File: src/rtl/irq8_pkg.sv
package irq8_pkg;
  typedef enum logic [2:0] {
    RA_MASK    = 3'd0,
    RA_BASE    = 3'd1,
    RA_CASC    = 3'd2,
    RA_REQ_EOI = 3'd3,
    RA_ISR     = 3'd4
  } reg_addr_e;
endpackage

File: src/rtl/irq8_prio_enc.sv
// Lowest set index wins.
module irq8_prio_enc #(
  parameter int N = 8,
  localparam int IDX_W = $clog2(N)
) (
  input  logic [N-1:0]     vec_i,
  output logic             found_o,
  output logic [IDX_W-1:0] idx_o
);
  always_comb begin
    found_o = 1'b0;
    idx_o   = '0;
    for (int i = N - 1; i >= 0; i--) begin
      if (vec_i[i]) begin
        found_o = 1'b1;
        idx_o   = IDX_W'(i);
      end
    end
  end
endmodule

File: src/rtl/irq8_req_latch.sv
module irq8_req_latch #(
  parameter int N = 8
) (
  input  logic         clk_i,
  input  logic         rst_ni,
  input  logic [N-1:0] irq_i,
  input  logic [N-1:0] level_i,
  input  logic [N-1:0] clr_i,
  output logic [N-1:0] req_o
);
  logic [N-1:0] prev_q;

  always_ff @(posedge clk_i or negedge rst_ni) begin
    if (!rst_ni) prev_q <= '0;
    else         prev_q <= irq_i;
  end

  for (genvar g = 0; g < N; g++) begin : g_line
    logic rise;
    assign rise = irq_i[g] & ~prev_q[g];
    always_ff @(posedge clk_i or negedge rst_ni) begin
      if (!rst_ni)         req_o[g] <= 1'b0;
      else if (level_i[g]) req_o[g] <= irq_i[g];
      else                 req_o[g] <= rise | (req_o[g] & ~clr_i[g]);  // new edge beats clear
    end
  end
endmodule

File: src/rtl/irq8_service.sv
module irq8_service #(
  parameter int N = 8
) (
  input  logic         clk_i,
  input  logic         rst_ni,
  input  logic [N-1:0] set_i,
  input  logic         eoi_i,
  output logic [N-1:0] isr_o
);
  logic [N-1:0] low_bit;
  logic [N-1:0] clr;

  assign low_bit = isr_o & (~isr_o + N'(1));
  assign clr     = eoi_i ? low_bit : '0;

  always_ff @(posedge clk_i or negedge rst_ni) begin
    if (!rst_ni) isr_o <= '0;
    else         isr_o <= (isr_o & ~clr) | set_i;
  end
endmodule

File: src/rtl/irq8_ctrl.sv
module irq8_ctrl
  import irq8_pkg::*;
#(
  parameter int N_LINES = 8,
  parameter int VEC_W   = 8,
  localparam int IDX_W  = $clog2(N_LINES),
  localparam int BASE_W = VEC_W - IDX_W,
  localparam int DATA_W = VEC_W
) (
  input  logic               clk_i,
  input  logic               rst_ni,
  input  logic [N_LINES-1:0] irq_i,
  input  logic               wr_en_i,
  input  logic [2:0]         addr_i,
  input  logic [DATA_W-1:0]  wdata_i,
  output logic [DATA_W-1:0]  rdata_o,
  output logic               int_o,
  input  logic               ack_i,
  output logic [VEC_W-1:0]   vec_o,
  output logic               vec_valid_o,
  output logic [N_LINES-1:0] casc_ack_o
);
  logic [N_LINES-1:0] mask_q, casc_q;
  logic [BASE_W-1:0]  base_q;
  logic [N_LINES-1:0] req_w, isr_w, pend_w, take_w;
  logic               p_found, s_found, fwd, eoi_wr;
  logic [IDX_W-1:0]   p_idx, s_idx;

  assign eoi_wr = wr_en_i && (reg_addr_e'(addr_i) == RA_REQ_EOI);

  always_ff @(posedge clk_i or negedge rst_ni) begin
    if (!rst_ni) begin
      mask_q <= '1;
      base_q <= '0;
      casc_q <= '0;
    end else if (wr_en_i) begin
      case (reg_addr_e'(addr_i))
        RA_MASK: mask_q <= wdata_i[N_LINES-1:0];
        RA_BASE: base_q <= wdata_i[DATA_W-1:IDX_W];
        RA_CASC: casc_q <= wdata_i[N_LINES-1:0];
        default: ;
      endcase
    end
  end

  always_comb begin
    case (reg_addr_e'(addr_i))
      RA_MASK:    rdata_o = DATA_W'(mask_q);
      RA_BASE:    rdata_o = {base_q, {IDX_W{1'b0}}};
      RA_CASC:    rdata_o = DATA_W'(casc_q);
      RA_REQ_EOI: rdata_o = DATA_W'(req_w);
      RA_ISR:     rdata_o = DATA_W'(isr_w);
      default:    rdata_o = '0;
    endcase
  end

  irq8_req_latch #(.N(N_LINES)) u_req (
    .clk_i, .rst_ni, .irq_i,
    .level_i(casc_q), .clr_i(take_w), .req_o(req_w)
  );

  assign pend_w = req_w & ~mask_q;

  irq8_prio_enc #(.N(N_LINES)) u_pend_enc (.vec_i(pend_w), .found_o(p_found), .idx_o(p_idx));
  irq8_prio_enc #(.N(N_LINES)) u_isr_enc  (.vec_i(isr_w),  .found_o(s_found), .idx_o(s_idx));

  // fully nested: only strictly higher priority than any in-service bit
  assign fwd    = p_found && (!s_found || (p_idx < s_idx));
  assign int_o  = fwd;
  assign take_w = (ack_i && fwd) ? (N_LINES'(1) << p_idx) : '0;

  irq8_service #(.N(N_LINES)) u_isr (
    .clk_i, .rst_ni, .set_i(take_w), .eoi_i(eoi_wr), .isr_o(isr_w)
  );

  always_ff @(posedge clk_i or negedge rst_ni) begin
    if (!rst_ni) begin
      vec_o       <= '0;
      vec_valid_o <= 1'b0;
      casc_ack_o  <= '0;
    end else begin
      vec_valid_o <= 1'b0;
      casc_ack_o  <= '0;
      if (ack_i) begin
        if (fwd && casc_q[p_idx]) begin
          casc_ack_o <= take_w;
        end else begin
          vec_valid_o <= 1'b1;
          vec_o       <= {base_q, fwd ? p_idx : {IDX_W{1'b1}}};
        end
      end
    end
  end
endmodule

File: config.mk
export PLATFORM = sky130hd
export DESIGN_NAME = irq8_ctrl
export DESIGN_NICKNAME = d
export VERILOG_FILES = /design/src/rtl/irq8_pkg.sv /design/src/rtl/irq8_prio_enc.sv /design/src/rtl/irq8_req_latch.sv /design/src/rtl/irq8_service.sv /design/src/rtl/irq8_ctrl.sv
export SDC_FILE = /design/constraint.sdc
export NUM_CORES = 1
export LEC_CHECK = 0
export BUFFER_PORTS_ARGS = -buffer_cell sky130_fd_sc_hd__buf_2
export CORE_MARGIN = 2
export CORE_UTILIZATION = 35
export CTS_CLUSTER_SIZE = 16
export DETAILED_ROUTE_END_ITERATION = 16
export SLEW_MARGIN = 20
export SYNTH_ARGS = -nofsm -noshare
export SYNTH_HDL_FRONTEND = slang
export SYNTH_SLANG_ARGS = --single-unit
File: constraint.sdc
create_clock -name clk_i -period 3.3 [get_ports clk_i]
set_input_delay 0.66 -clock clk_i [delete_from_list [all_inputs] [get_ports clk_i]]
set_output_delay 0.66 -clock clk_i [all_outputs]
set_load 0.01 [all_outputs]
==> out/results.txt <==
Die width: 97.22 um
Crit-path cells: and2b_4 -> a221oi_4 -> o211ai_1 -> inv_2 -> ha_1 -> o21a_1 -> o221ai_4 -> o21ai_4 -> inv_2 -> buf_6
Top post-synthesis cells by area: dfrtp_1 44%, mux2_2 7.8%, dfstp_2 6.9%
Worst path top cell family by delay: compound AO/OA/AOI/OAI gates
Synthesized area: 3042 sq um
Wire per inst: 16.64 um
Core area: 8593 sq um
Max_slew headroom: 47.43%
Placed cell areas: 3511 sq um
DP Wirelength: 5.688 mm
Mean post-synth cell area: 10.64 sq um
Area Overhead vs Synth: 28.38%
Rows: 34
Final Worst Setup Slack: 0.09134 ns
Synth top area share: 44.43%
Top FF cell, synth: dfrtp_1
Dpl cells: 451
Crit Path Max Fanout: 4
Min-Delay Path Class: in -> reg
TritonCTS Buffers: 9
Max cap viols: 0
GRT Overall Usage: 17.54%
Least-Margin Pin Slew: 0.7885 ns
Syn Nets: 311
Maximum clock frequency: 311.7 MHz
Worst-path clk slew: 0.07 ns
Post-synth top cells: 54 x dfrtp_1, 28 x nand2_1, 26 x o21ai_0
Layout filler cell count: 840
I/O pins: 49
H-Tree Depth: 3
DRT iter0 DRCs: 108
Synth async-reset ratio: 100.0%
Count leader, synth: dfrtp_1
Critical path startpoint category: register
Post-Route WL: 7.923 mm
Global-route wire length before repair: 12.97 mm
Root Driver: clkbuf_8
Hold Crit Start: irq_i[7]
Post-synthesis sequential area ratio: 51.34%
Peak VDD IR: 0.0002837 V
Clock Latency Late Sink: 0.35 ns
Final Core Density: 45.44%
Die Area: 9452 sq um
Final Instance Area: 3905 sq um
Slowest cell on crit path: dfstp_2
CTS tree: done
Min Tclk post-route: 3.209 ns
Power Total: 3.238 mW
CP Data Arrival Time: 2.55 ns
Post-synth EDFFs: 0
Kind of critical path: reg -> out
Pin count of the biggest net entering global routing: 63
Launching point of the worst reg2reg path: mask_q[5]
Buf+Inv Stages, Crit Path: 3
CP Launch Point: mask_q[5]
Vias in the first global route: 2,434
Outcome: finished, final reports clean
Drt pass-1 iters: 4
Required time of the critical path: 2.64 ns
Final cell count without fillers: 476
GRT overflow: 0
# setup viols final: 0
Netlist cell types: 50
Gate Count Post-Synth: 286
Share of layout cells above drive strength 1: 40.22%
DRC: 0
Post-route ant nets: 0
Place WS: 0.1610 ns
Buffers on Ports: 48
Warnings, synthesis: 0
CP most frequent cell: inv_2
Via/cell ratio: 5.256
Die height: 97.22 um
CTS Sinks: 62
Pins over their slew limit: 0
ANT cells: 0
Synth Register Bits: 62
Crit-path max cell delay: 0.57 ns
Clock Tree Buf Depth: 2
Fin Clk Skew: 0.008999 ns
Final Hold Viols: 0
Cell taking the most area after synthesis: dfrtp_1
# hold bufs at CTS: 0
Initial antenna violation count: 0
Initial core utilization: 35.40%
Gp weighted congestion: 0.9170
Crit share post-route: 97.23%
Leak: 1.782 nW
P per Cell Area: 829.3 nW/um^2
Crit end category: output port
Vias: 2,502
Final #Nets: 388
==> placed cells by master, fill, tap and decap left out, drive strengths merged, types with 4 or more instances in the layout <==
master	count
a22oi	8
a32o	5
buf	73
clkbuf	12
dfrtp	54
dfstp	8
inv	20
mux2	21
nand2	28
nand2b	14
nand3	5
nor2	20
nor2b	8
nor3	4
o211ai	4
o21ai	29
o22ai	5
==> per-layer routing <==
layer	vias to the layer above	part of all wire, %	track usage (%)
met4	0	1.7	6.624
met5	-	0	0
met1	1222	48	25.17
li1	1190	-	-
met3	10	6.3	4.820
met2	80	44	25.32
==> registers in the layout (all words and copies together), names as in the netlist <==
signal / count
u_req.req_o: 8
casc_q: 8
vec_o: 8
vec_valid_o: 1
casc_ack_o: 8
u_isr.isr_o: 8
u_req.prev_q: 8
mask_q: 8
base_q: 5
==> path summary, 6_finish.rpt <==
path	to	slack [ns]	cells after the start
max in group asynchronous	casc_ack_o[4]	2.30	2
max reg2reg	vec_o[3]	0.16	12
min reg2reg	vec_o[4]	0.51	1
max	int_o	0.09	10
min	u_req.prev_q[7]	0.43	1
min in group asynchronous	casc_q[0]	0.47	2
==> area by class of cell <==
| type | instances | area, sq um | share of cell area [%] |
|---|---|---|---|
| Sequential cell | 62 | 1562 | 39.99 |
| Multi-Input combinational cell | 197 | 1496 | 38.32 |
| Timing Repair Buffer | 73 | 434.2 | 11.12 |
| Clock buffer | 12 | 155.1 | 3.973 |
| Tap cell | 108 | 135.1 | 3.460 |
| Inverter | 20 | 77.57 | 1.987 |
| Clock inverter | 4 | 45.04 | 1.153 |
==> cell families (layout without fill, tap and decap cells) <==
kind of cell	after synthesis	in the layout	synth area share [%]
and+or+nand+nor	93	93	15.63
buffers and inverters	27	109	3.332
muxes	25	25	9.502
AOI/OAI and AO/OA	77	77	19.37
adders and majority gates	2	2	0.8226
DFF	62	62	51.34
==> worst register-to-register path, stage by stage (launching register included) <==
cell      delay, ns
dfstp_2        0.57
and2b_4        0.22
a221oi_4       0.20
o211ai_1       0.15
inv_2          0.08
ha_1           0.23
o21a_1         0.22
o221ai_4       0.24
o21ai_4        0.10
buf_4          0.18
o211ai_2       0.29
buf_4          0.22
mux2_2         0.34
==> through the flow <==
step	TNS (ns)	hold slack [ns]
2_1_floorplan	0	0.3644
3_3_place_gp	0	0.4853
3_5_place_dp	0	0.4943
4_1_cts	0	0.4178
5_1_grt	-0.02109	0.4103
6_report	0	0.4277
==> timing repair <==
| item | in CTS | in global routing |
|---|---|---|
| pin swaps | 1 | 6 |
| resized for setup | 6 | 15 |
| hold endpoints to repair | 0 | 0 |
| setup buffers | 2 | 7 |
| setup endpoints to repair | 1 | 10 |
| cloned | 0 | 0 |
==> power by group <==
group / internal [mW] / switching, mW
logic: 0.667 / 0.733
registers: 0.968 / 0.185
clock network: 0.386 / 0.299
total: 2.02 / 1.22
Note: power is estimated with default switching activity, not from simulation.
